## config.mk

```make
export PLATFORM = sky130hd
export DESIGN_NAME = osc_switch_seq
export DESIGN_NICKNAME = d
export VERILOG_FILES = /design/src/rtl/osc_switch_pkg.sv /design/src/rtl/osc_key_guard.sv /design/src/rtl/osc_err_flags.sv /design/src/rtl/osc_switch_fsm.sv /design/src/rtl/osc_switch_seq.sv
export SDC_FILE = /design/constraint.sdc
export NUM_CORES = 1
export LEC_CHECK = 0
export ABC_AREA = 1
export BUFFER_PORTS_ARGS = -buffer_cell sky130_fd_sc_hd__buf_2
export CORE_MARGIN = 5
export CORE_UTILIZATION = 43
export DETAILED_ROUTE_END_ITERATION = 8
export GPL_ROUTABILITY_DRIVEN = 0
export GPL_TIMING_DRIVEN = 0
export PLACE_DENSITY = 0.76
export SETUP_SLACK_MARGIN = 0.4
export SYNTH_ARGS = -nofsm -noshare
export SYNTH_HDL_FRONTEND = slang
export SYNTH_SLANG_ARGS = --single-unit
```

## constraint.sdc

```tcl
create_clock -name clk -period 1.6 [get_ports clk]
set_clock_uncertainty 0.1 [all_clocks]
set_input_delay 0.16 -clock clk [delete_from_list [all_inputs] [get_ports clk]]
set_output_delay 0.16 -clock clk [all_outputs]
set_load 0.02 [all_outputs]
```

## src/rtl/osc_switch_pkg.sv

```systemverilog
// Package: shared constants and state encoding for the oscillator
// changeover sequencer. Assumes a single clock and a small register map.
package osc_switch_pkg;
    localparam int unsigned CFG_ADDR  = 0;
    localparam int unsigned KEY_ADDR  = 1;
    localparam int unsigned FLAG_ADDR = 3;
    localparam int unsigned SEL_BIT   = 2;
    localparam logic        SEL_FAST  = 1'b0;
    localparam logic        SEL_SLOW  = 1'b1;

    typedef enum logic [1:0] {
        ST_IDLE     = 2'd0,
        ST_GATE_OFF = 2'd1,
        ST_SETTLE   = 2'd2
    } sw_state_t;
endpackage

```

## src/rtl/osc_key_guard.sv

```systemverilog
// Module: key guard for the configuration register. A correct key write
// arms the guard for the next bus write only; every write re-evaluates it.
// Assumes bus_wr is a single-cycle strobe per write.
module osc_key_guard
    import osc_switch_pkg::*;
#(
    parameter int unsigned ADDR_W  = 4,
    parameter int unsigned DATA_W  = 16,
    parameter logic [15:0] KEY_VAL = 16'hA5C3
) (
    input  logic              clk,
    input  logic              rst_n,
    input  logic [ADDR_W-1:0] bus_addr,
    input  logic [DATA_W-1:0] bus_wdata,
    input  logic              bus_wr,
    output logic              cfg_accept,
    output logic              cfg_reject
);
    logic armed;
    logic cfg_hit;

    // Purpose: decode a configuration write and split it by lock state.
    always_comb begin
        cfg_hit    = bus_wr && (bus_addr == ADDR_W'(CFG_ADDR));
        cfg_accept = cfg_hit && armed;
        cfg_reject = cfg_hit && !armed;
    end

    // Purpose: arm on a correct key write, disarm on any other write.
    always_ff @(posedge clk) begin
        if (!rst_n) begin
            armed <= 1'b0;
        end else if (bus_wr) begin
            armed <= (bus_addr == ADDR_W'(KEY_ADDR)) && (bus_wdata == DATA_W'(KEY_VAL));
        end
    end

    // An unlock never survives a write that is not itself the key.
    assert_unlock_single_use_R3: assert property (@(posedge clk) disable iff (!rst_n)
        (bus_wr && bus_addr != ADDR_W'(KEY_ADDR)) |=> !armed);
endmodule

```

## src/rtl/osc_err_flags.sv

```systemverilog
// Module: sticky error flags with write-one-to-clear. A set pulse wins over
// a clear in the same cycle. Assumes flag i is cleared by data bit i.
module osc_err_flags #(
    parameter int unsigned NFLAG = 2
) (
    input  logic             clk,
    input  logic             rst_n,
    input  logic [NFLAG-1:0] set_pulse,
    input  logic             clr_wr,
    input  logic [NFLAG-1:0] clr_bits,
    output logic [NFLAG-1:0] flags
);
    for (genvar i = 0; i < NFLAG; i++) begin : g_flag
        // Purpose: hold one sticky flag until software clears it.
        always_ff @(posedge clk) begin
            if (!rst_n) begin
                flags[i] <= 1'b0;
            end else if (set_pulse[i]) begin
                flags[i] <= 1'b1;
            end else if (clr_wr && clr_bits[i]) begin
                flags[i] <= 1'b0;
            end
        end

        assert_flag_rise_has_cause_R5: assert property (@(posedge clk) disable iff (!rst_n)
            $rose(flags[i]) |-> $past(set_pulse[i]));
    end
endmodule

```

## src/rtl/osc_switch_fsm.sv

```systemverilog
// Module: changeover sequencer. Closes the gate, moves the select bit,
// waits for SETTLE_CYCLES consecutive ready samples, then reopens the gate.
// Fast-rate requests are checked against the required divider value.
// Assumes requests arrive as single-cycle accept pulses.
module osc_switch_fsm
    import osc_switch_pkg::*;
#(
    parameter int unsigned DIV_W         = 6,
    parameter int unsigned REQ_DIV       = 2,
    parameter int unsigned SETTLE_CYCLES = 8
) (
    input  logic             clk,
    input  logic             rst_n,
    input  logic             req_valid,
    input  logic             req_sel,
    input  logic [DIV_W-1:0] div_setting,
    input  logic             osc_ready,
    output logic             clk_gate_en,
    output logic             freq_sel,
    output logic             busy,
    output logic             div_fault
);
    localparam int unsigned CNT_W = (SETTLE_CYCLES > 2) ? $clog2(SETTLE_CYCLES) : 1;

    sw_state_t        state;
    logic             target;
    logic [CNT_W-1:0] ready_cnt;
    logic             want_change;
    logic             div_ok;

    // Purpose: classify an incoming request while idle.
    always_comb begin
        want_change = req_valid && (state == ST_IDLE) && (req_sel != freq_sel);
        div_ok      = (req_sel == SEL_SLOW) || (div_setting == DIV_W'(REQ_DIV));
        div_fault   = want_change && !div_ok;
        busy        = (state != ST_IDLE);
    end

    // Purpose: step through gate-off, switch and settle, then gate-on.
    always_ff @(posedge clk) begin
        if (!rst_n) begin
            state       <= ST_IDLE;
            target      <= SEL_SLOW;
            freq_sel    <= SEL_SLOW;
            clk_gate_en <= 1'b1;
            ready_cnt   <= '0;
        end else begin
            case (state)
                ST_IDLE: begin
                    if (want_change && div_ok) begin
                        target      <= req_sel;
                        clk_gate_en <= 1'b0;
                        state       <= ST_GATE_OFF;
                    end
                end
                ST_GATE_OFF: begin
                    freq_sel  <= target;
                    ready_cnt <= '0;
                    state     <= ST_SETTLE;
                end
                ST_SETTLE: begin
                    if (!osc_ready) begin
                        ready_cnt <= '0;
                    end else if (ready_cnt == CNT_W'(SETTLE_CYCLES - 1)) begin
                        clk_gate_en <= 1'b1;
                        state       <= ST_IDLE;
                    end else begin
                        ready_cnt <= ready_cnt + 1'b1;
                    end
                end
                default: state <= ST_IDLE;
            endcase
        end
    end

    assert_fast_start_needs_div_R8: assert property (@(posedge clk) disable iff (!rst_n)
        ($rose(busy) && target == SEL_FAST) |-> $past(div_setting) == DIV_W'(REQ_DIV));

    assert_low_ready_keeps_settling_R7: assert property (@(posedge clk) disable iff (!rst_n)
        (state == ST_SETTLE && !osc_ready) |=> (state == ST_SETTLE));

    assert_target_frozen_while_busy_R9: assert property (@(posedge clk) disable iff (!rst_n)
        (busy && $past(busy)) |-> $stable(target));
endmodule

```

## src/rtl/osc_switch_seq.sv

```systemverilog
// Module: top of the protected oscillator changeover sequencer. Connects the
// key guard, the sequencer and the sticky error flags to the register bus.
// Assumes one write per bus_wr pulse and that div_setting is synchronous.
module osc_switch_seq
    import osc_switch_pkg::*;
#(
    parameter int unsigned ADDR_W        = 4,
    parameter int unsigned DATA_W        = 16,
    parameter int unsigned DIV_W         = 6,
    parameter int unsigned REQ_DIV       = 2,
    parameter int unsigned SETTLE_CYCLES = 8
) (
    input  logic              clk,
    input  logic              rst_n,
    input  logic [ADDR_W-1:0] bus_addr,
    input  logic [DATA_W-1:0] bus_wdata,
    input  logic              bus_wr,
    input  logic [DIV_W-1:0]  div_setting,
    input  logic              osc_ready,
    output logic              clk_gate_en,
    output logic              freq_sel,
    output logic              busy,
    output logic              key_err,
    output logic              div_err
);
    localparam int unsigned NFLAG = 2;

    logic             cfg_accept;
    logic             cfg_reject;
    logic             div_fault;
    logic             flag_wr;
    logic [NFLAG-1:0] flag_set;
    logic [NFLAG-1:0] flag_q;

    osc_key_guard #(
        .ADDR_W (ADDR_W),
        .DATA_W (DATA_W)
    ) u_guard (
        .clk        (clk),
        .rst_n      (rst_n),
        .bus_addr   (bus_addr),
        .bus_wdata  (bus_wdata),
        .bus_wr     (bus_wr),
        .cfg_accept (cfg_accept),
        .cfg_reject (cfg_reject)
    );

    osc_switch_fsm #(
        .DIV_W         (DIV_W),
        .REQ_DIV       (REQ_DIV),
        .SETTLE_CYCLES (SETTLE_CYCLES)
    ) u_fsm (
        .clk         (clk),
        .rst_n       (rst_n),
        .req_valid   (cfg_accept),
        .req_sel     (bus_wdata[SEL_BIT]),
        .div_setting (div_setting),
        .osc_ready   (osc_ready),
        .clk_gate_en (clk_gate_en),
        .freq_sel    (freq_sel),
        .busy        (busy),
        .div_fault   (div_fault)
    );

    // Purpose: route set pulses and the clear write to the flag bank.
    always_comb begin
        flag_wr  = bus_wr && (bus_addr == ADDR_W'(FLAG_ADDR));
        flag_set = {div_fault, cfg_reject};
    end

    osc_err_flags #(
        .NFLAG (NFLAG)
    ) u_flags (
        .clk       (clk),
        .rst_n     (rst_n),
        .set_pulse (flag_set),
        .clr_wr    (flag_wr),
        .clr_bits  (bus_wdata[NFLAG-1:0]),
        .flags     (flag_q)
    );

    assign key_err = flag_q[0];
    assign div_err = flag_q[1];

    assert_sel_moves_only_gated_R6: assert property (@(posedge clk) disable iff (!rst_n)
        !$stable(freq_sel) |-> !clk_gate_en);

    assert_gate_reopens_after_busy_R9: assert property (@(posedge clk) disable iff (!rst_n)
        $rose(clk_gate_en) |-> $past(busy));

    assert_idle_gate_open_R1: assert property (@(posedge clk) disable iff (!rst_n)
        !busy |-> clk_gate_en);

    assert_key_err_after_cfg_write_R4: assert property (@(posedge clk) disable iff (!rst_n)
        $rose(key_err) |-> $past(bus_wr && bus_addr == ADDR_W'(CFG_ADDR)));
endmodule

```

Yosys cells after proc, flatten, opt, wreduce, memory -nomap -nowiden
Index checks and enable logic that the tools add are counted.
- add/subtract/negate cells: 1
- multiplexer cells: 15
- equality and inequality tests: 12
- reductions and logical operators: 25
- operators with widths (operator ; count):
    == test 16 bit (second input constant) ; 1
    logical AND 1 bit ; 11
    nonzero test 2 bit ; 5
    2-to-1 mux 1 bit ; 7
    == test 6 x 2 -> 1 bit (second input constant) ; 1
    2-to-1 mux 2 bit ; 3
    2-to-1 mux 3 bit ; 2
    one-hot mux 2 bit (3 select lines) ; 1
    one-hot mux 3 bit (2 select lines) ; 1
    == test 4 x 1 -> 1 bit (second input constant) ; 1
    == test 4 x 2 -> 1 bit (second input constant) ; 1
    logical NOT 4 bit ; 1
    != test 2 bit (second input constant) ; 2
    AND reduction 2 bit ; 2
    AND reduction 4 bit ; 1
    adder 3 x 1 -> 3 bit (second input constant) ; 1
    == test 3 bit (second input constant) ; 1
    != test 3 bit (second input constant) ; 1
    AND reduction 3 bit ; 1
    == test 2 x 1 -> 1 bit (second input constant) ; 1
    == test 2 bit (second input constant) ; 1
    logical NOT 1 bit ; 2
    logical NOT 2 bit ; 1
    != test 2 x 1 -> 1 bit (second input constant) ; 1
    3 further kinds ; 3
- bits of input ports: 30
- output and inout port bits: 5
- logic and storage cells: 61
- bits in registers: 11

Depth between registers and ports, before layout
- depth in word-level cells: 8
- gate-level depth with buffers: 11
- depth with buffers taken out: 11

Modules after synthesis
Synthesis repeated with hierarchy kept, for this count alone.
- cells, all modules: 105
- area, all modules: 685.7 um2
- modules (own cells, without submodules) (module ; cells an instance ; area an instance (um2) ; seq. area each (um2) ; instances):
    osc_switch_fsm ; 58 ; 421.7 ; 160.2 ; 1
    osc_key_guard ; 31 ; 152.6 ; 20.0 ; 1
    osc_err_flags ; 11 ; 83.8 ; 40.0 ; 1
    osc_switch_seq ; 5 ; 27.5 ; 0.0 ; 1

Worst setup path after synthesis
OpenSTA, ideal clock, no wires.
- kind: reg-to-reg
- start point: register u_fsm.state[0]
- end point: register u_fsm.state[0]
- setup time: 0.115 ns
- data required time: 1.385 ns
- cell stages (with the launch flop): 12
- clock period less this slack: 1.405 ns
- data arrival time: 1.190 ns
- buffers on the path: 0
- slack: 0.195 ns
- cell sequence: dfxtp_1 > inv_1 > ha_1 > nand2_1 > inv_1 > nand3_2 > nor2_4 > nand2_2 > nand2_2 > nand3_1 > nand2_1 > nor2_1
- word-level cells in the longest chain between the ends: 6
- elaborated cells on any way between the ends: 11
- those cells by class: eq/ne: 5; mux: 1; reduce/logical: 5
- RTL lines (what ; RTL line ; source):
    start, declared ; osc_switch_fsm.sv:25 ; sw_state_t state;
    start signal, assigned ; osc_switch_fsm.sv:42 ; state <= ST_IDLE;
    start signal, assigned ; osc_switch_fsm.sv:53 ; state <= ST_GATE_OFF;
    start signal, assigned ; osc_switch_fsm.sv:59 ; state <= ST_SETTLE;
    logical NOT 2 bit ; osc_switch_fsm.sv:33, osc_switch_fsm.sv:48 ;
    logical AND 1 bit (2 in a row) ; osc_switch_fsm.sv:33 ; want_change = req_valid && (state == ST_IDLE) && (req_sel != freq_sel);
    logical AND 1 bit ; osc_switch_fsm.sv:50 ; if (want_change && div_ok) begin
    != test 2 bit (no line) ; -- ;
    AND reduction 3 bit (no line) ; -- ;
Several ways; a longest one is shown, not always the timed one.
A chain may end at the register's enable or synchronous reset.

Final worst setup path
- start point: register u_fsm.state[1]
- end point: output busy
- word-level cells in the longest chain between the ends: 1
- RTL lines (what ; RTL line ; source):
    nonzero test 2 bit ; osc_switch_fsm.sv:36 ; busy = (state != ST_IDLE);
    end, declared ; osc_switch_seq.sv:22 ; output logic busy,
Every way passes these cells.

==> impl_results.md <==
* Register Area at 228 um^2
* Gr ovfl total at 0
* Total GRT Usage at 15.6%
* Width of the die at 50.2 um
* CTS Hold Bufs at 0
* Per-cell routed wire length at between 10 and 15 um
* Pleak at approximately 0.53 nW
* Maximum root-to-sink buffer count at 2
* Setup violators final at 0
* Post-synth EDFFs at 0
* Worst-path cell chain: inv_4 -> ha_4 -> buf_4 -> inv_2 -> buf_6
* PwrDens at 1100 nW/um^2
* Ys flop type: dfxtp_1
* Multi-input gate area at 489 um^2
* Post-Synthesis Cell Area at 693 um^2
* Pins Over Slew Limit at 0
* Final Hold Fails at 0
* Crit-path max FO at 3
* Top cells by area, synth: dfxtp_1 32%, ha_1 13%, nand2_1 10%
* Met3 global-route usage at 6.21%
* Share of the synthesized area in the top cell type at about a third
* First-pass GRT wire length at 3070 um
* DP Wirelength at 1330 um
* Max-Slew Margin vs Limit at approximately four fifths
* Detail Route Antenna Nets at 0
* Total CTS buffers at 3
* M2 GR Usage at 25.7%
* Met1 Resource Use GR at 17.7%
* Sequential fraction of the synthesis area at between 30% and 40%
* Initial antenna violation count at 0
* Slowest cell on crit path: dfxtp_2
* Top-count cell post-synth: nand2_1
* Die Height at 50.2 um
* Startpoint types: flip-flop
* Fill cells at 121
* Largest net degree at the start of global routing at 8
* Post-synth top area cell: dfxtp_1
* Max rail drop VDD at 0.768 mV
* CP peak stage delay at 0.37 ns
* Layout cells sized above 1 at a little over half
* Final WS setup at 0.208 ns
* N_diodes at 0
* H-Tree Depth at 1
* Syn_nets at approximately 130
* DRC viols at 0
* PortBufs at 34
* CTS clk-pin slew, worst paths at 0.07 ns
* Outcome: finished clean
* Mapped Avg Cell Area at 7.15 um^2
* Setup TNS at 0 ns
* Via density at 4.96
* Least-Margin Pin Slew at ~0.3 ns
* Placed cell area at roughly 900 um^2
* GRT busiest layer: met2
* CTS tree: yes
* Sw power at 0.461 mW
* Die Area at roughly 2500 um^2
* Routed wire length at 1930 um
* Design area at 1070 um^2
* Fmax at 719 MHz
* Tightest Hold Check Type: input port to flip-flop
* Worst skew pair latency at 0.28 ns
* Boundary Pins at 35
* Clock Sinks at 11
* Synth cell types at 18
* CP required at 1.34 ns
* Crit path arrival time at around 1.1 ns
* Post-Syn Instances at 97
* Post-placement setup slack at 0.153 ns
* Vias in the first global route at between 700 and 800
* Synth cell count leaders: 19 x nand2_1, 13 x inv_1, 11 x dfxtp_1
* Yosys warns at 0
* CP Capture Type: output port
* Starting Density at 45.5%
* Max-Cap Viols at 0
* Clock Root Buffer: clkbuf_4
* Comb power frac at 53.3%
* Clock Power Share at 16.5%
* Synthesis-to-layout area growth at 54.9%
* Sw Share at 38.9%
* Number of DRC markers in iteration 0 at 12
* Sequential Power Share at 30.2%
* Critical path class: flip-flop to output port
* DR pass1 iterations at 6
* Pint at slightly above 0.7 mW
* Placeable Area at 1520 um^2
* Tmin final at 1.39 ns
* Synthesized flop and latch total at 11
* Fin nets at 183
* Post-route clock period utilization at 87.0%
* RSZ-0062 raised after global routing: yes
* Fraction of registers with async set/reset at 0%
* Num rows at 14
* Vias after detailed routing at 799
## cells by family (layout without fill, tap and decap cells)
| logic type | after synthesis | in the layout | share of synthesized area, % |
|---|---|---|---|
| simple gates | 52 | 52 | 37.5 |
| buf+inv | 14 | 62 | 7.58 |
| compound gates | 13 | 13 | 10.5 |
| flops | 11 | 11 | 31.8 |
| fa+ha+maj | 7 | 7 | 12.6 |
## critical path: cells and delay by family (launching register included)
family | cells | cell delay [ns]
DFF | 1 | 0.37
buffers and inverters | 4 | 0.34
adders and majority gates | 1 | 0.15
## sequential cells by signal, indices dropped and copies added (netlist names)
signal,count
u_fsm.target,1
u_fsm.clk_gate_en,1
u_guard.armed,1
u_fsm.state,2
u_fsm.freq_sel,1
u_flags.flags,2
u_fsm.ready_cnt,3
## routing by layer
layer | vias up | part of all wire [%]
met2 | 20 | 51
met5 | - | 0
met4 | 0 | 1.3
met1 | 357 | 39
met3 | 4 | 8.2
li1 | 418 | -
## power by group through the flow
stage                     sequential [mW]  combinational, mW  clock, mW
after floorplan                     0.359              0.302          0
after global placement              0.354              0.419          0
after detailed placement            0.358              0.430          0
after CTS                           0.357              0.608      0.207
after global routing                0.363              0.709      0.222
final                               0.358              0.631      0.195
## metrics by stage
step / std cells / hold slack, ns / utilization, % / total power, mW
after floorplan: 97 / 0.159 / - / 0.662
after global placement: 147 / 0.320 / 59.1 / 0.774
after detailed placement: 147 / 0.324 / 59.1 / 0.788
after CTS: 160 / 0.0295 / 68.2 / 1.17
after global routing: 161 / 0.0326 / 70.4 / 1.29
final: 161 / 0.0328 / 70.4 / 1.18
## final timing paths
path                    start           endpoint  slack [ns]  cells after the start
max reg2reg    u_fsm.state[0]  u_fsm.clk_gate_en        0.21                      9
max            u_fsm.state[1]               busy        0.21                      5
min reg2reg  u_flags.flags[0]   u_flags.flags[0]        0.36                      2
min                     rst_n       u_fsm.target        0.03                      2
## cells in the final DEF (no fill, tap or decap), types with 5 or more instances in the layout
| cell | netlist | final |
|---|---|---|
| nand3_2 | 2 | 5 |
| nand3_1 | 10 | 7 |
| nor2_1 | 8 | 8 |
| inv_1 | 13 | 8 |
| a21oi_1 | 9 | 6 |
| dfxtp_1 | 11 | 7 |
| buf_2 | 0 | 33 |
| buf_4 | 0 | 10 |
| nand2_1 | 19 | 17 |
## what timing repair did
| action | in CTS | in global routing |
|---|---|---|
| endpoints found under the setup margin | 9 | 10 |
| setup buffers | 9 | 1 |
| gates resized for setup | 15 | 5 |
| pin swaps | 9 | 3 |
## area by class of cell
type | count | share of cell area [%]
clock buffer | 3 | 2.10
clock inverter | 1 | 0.466
inverter | 14 | 5.36
multi-input combinational | 72 | 45.6
sequential | 11 | 21.2
tap | 16 | 1.86
timing repair buffer | 44 | 23.4
Power figures use the tool's default switching activity.
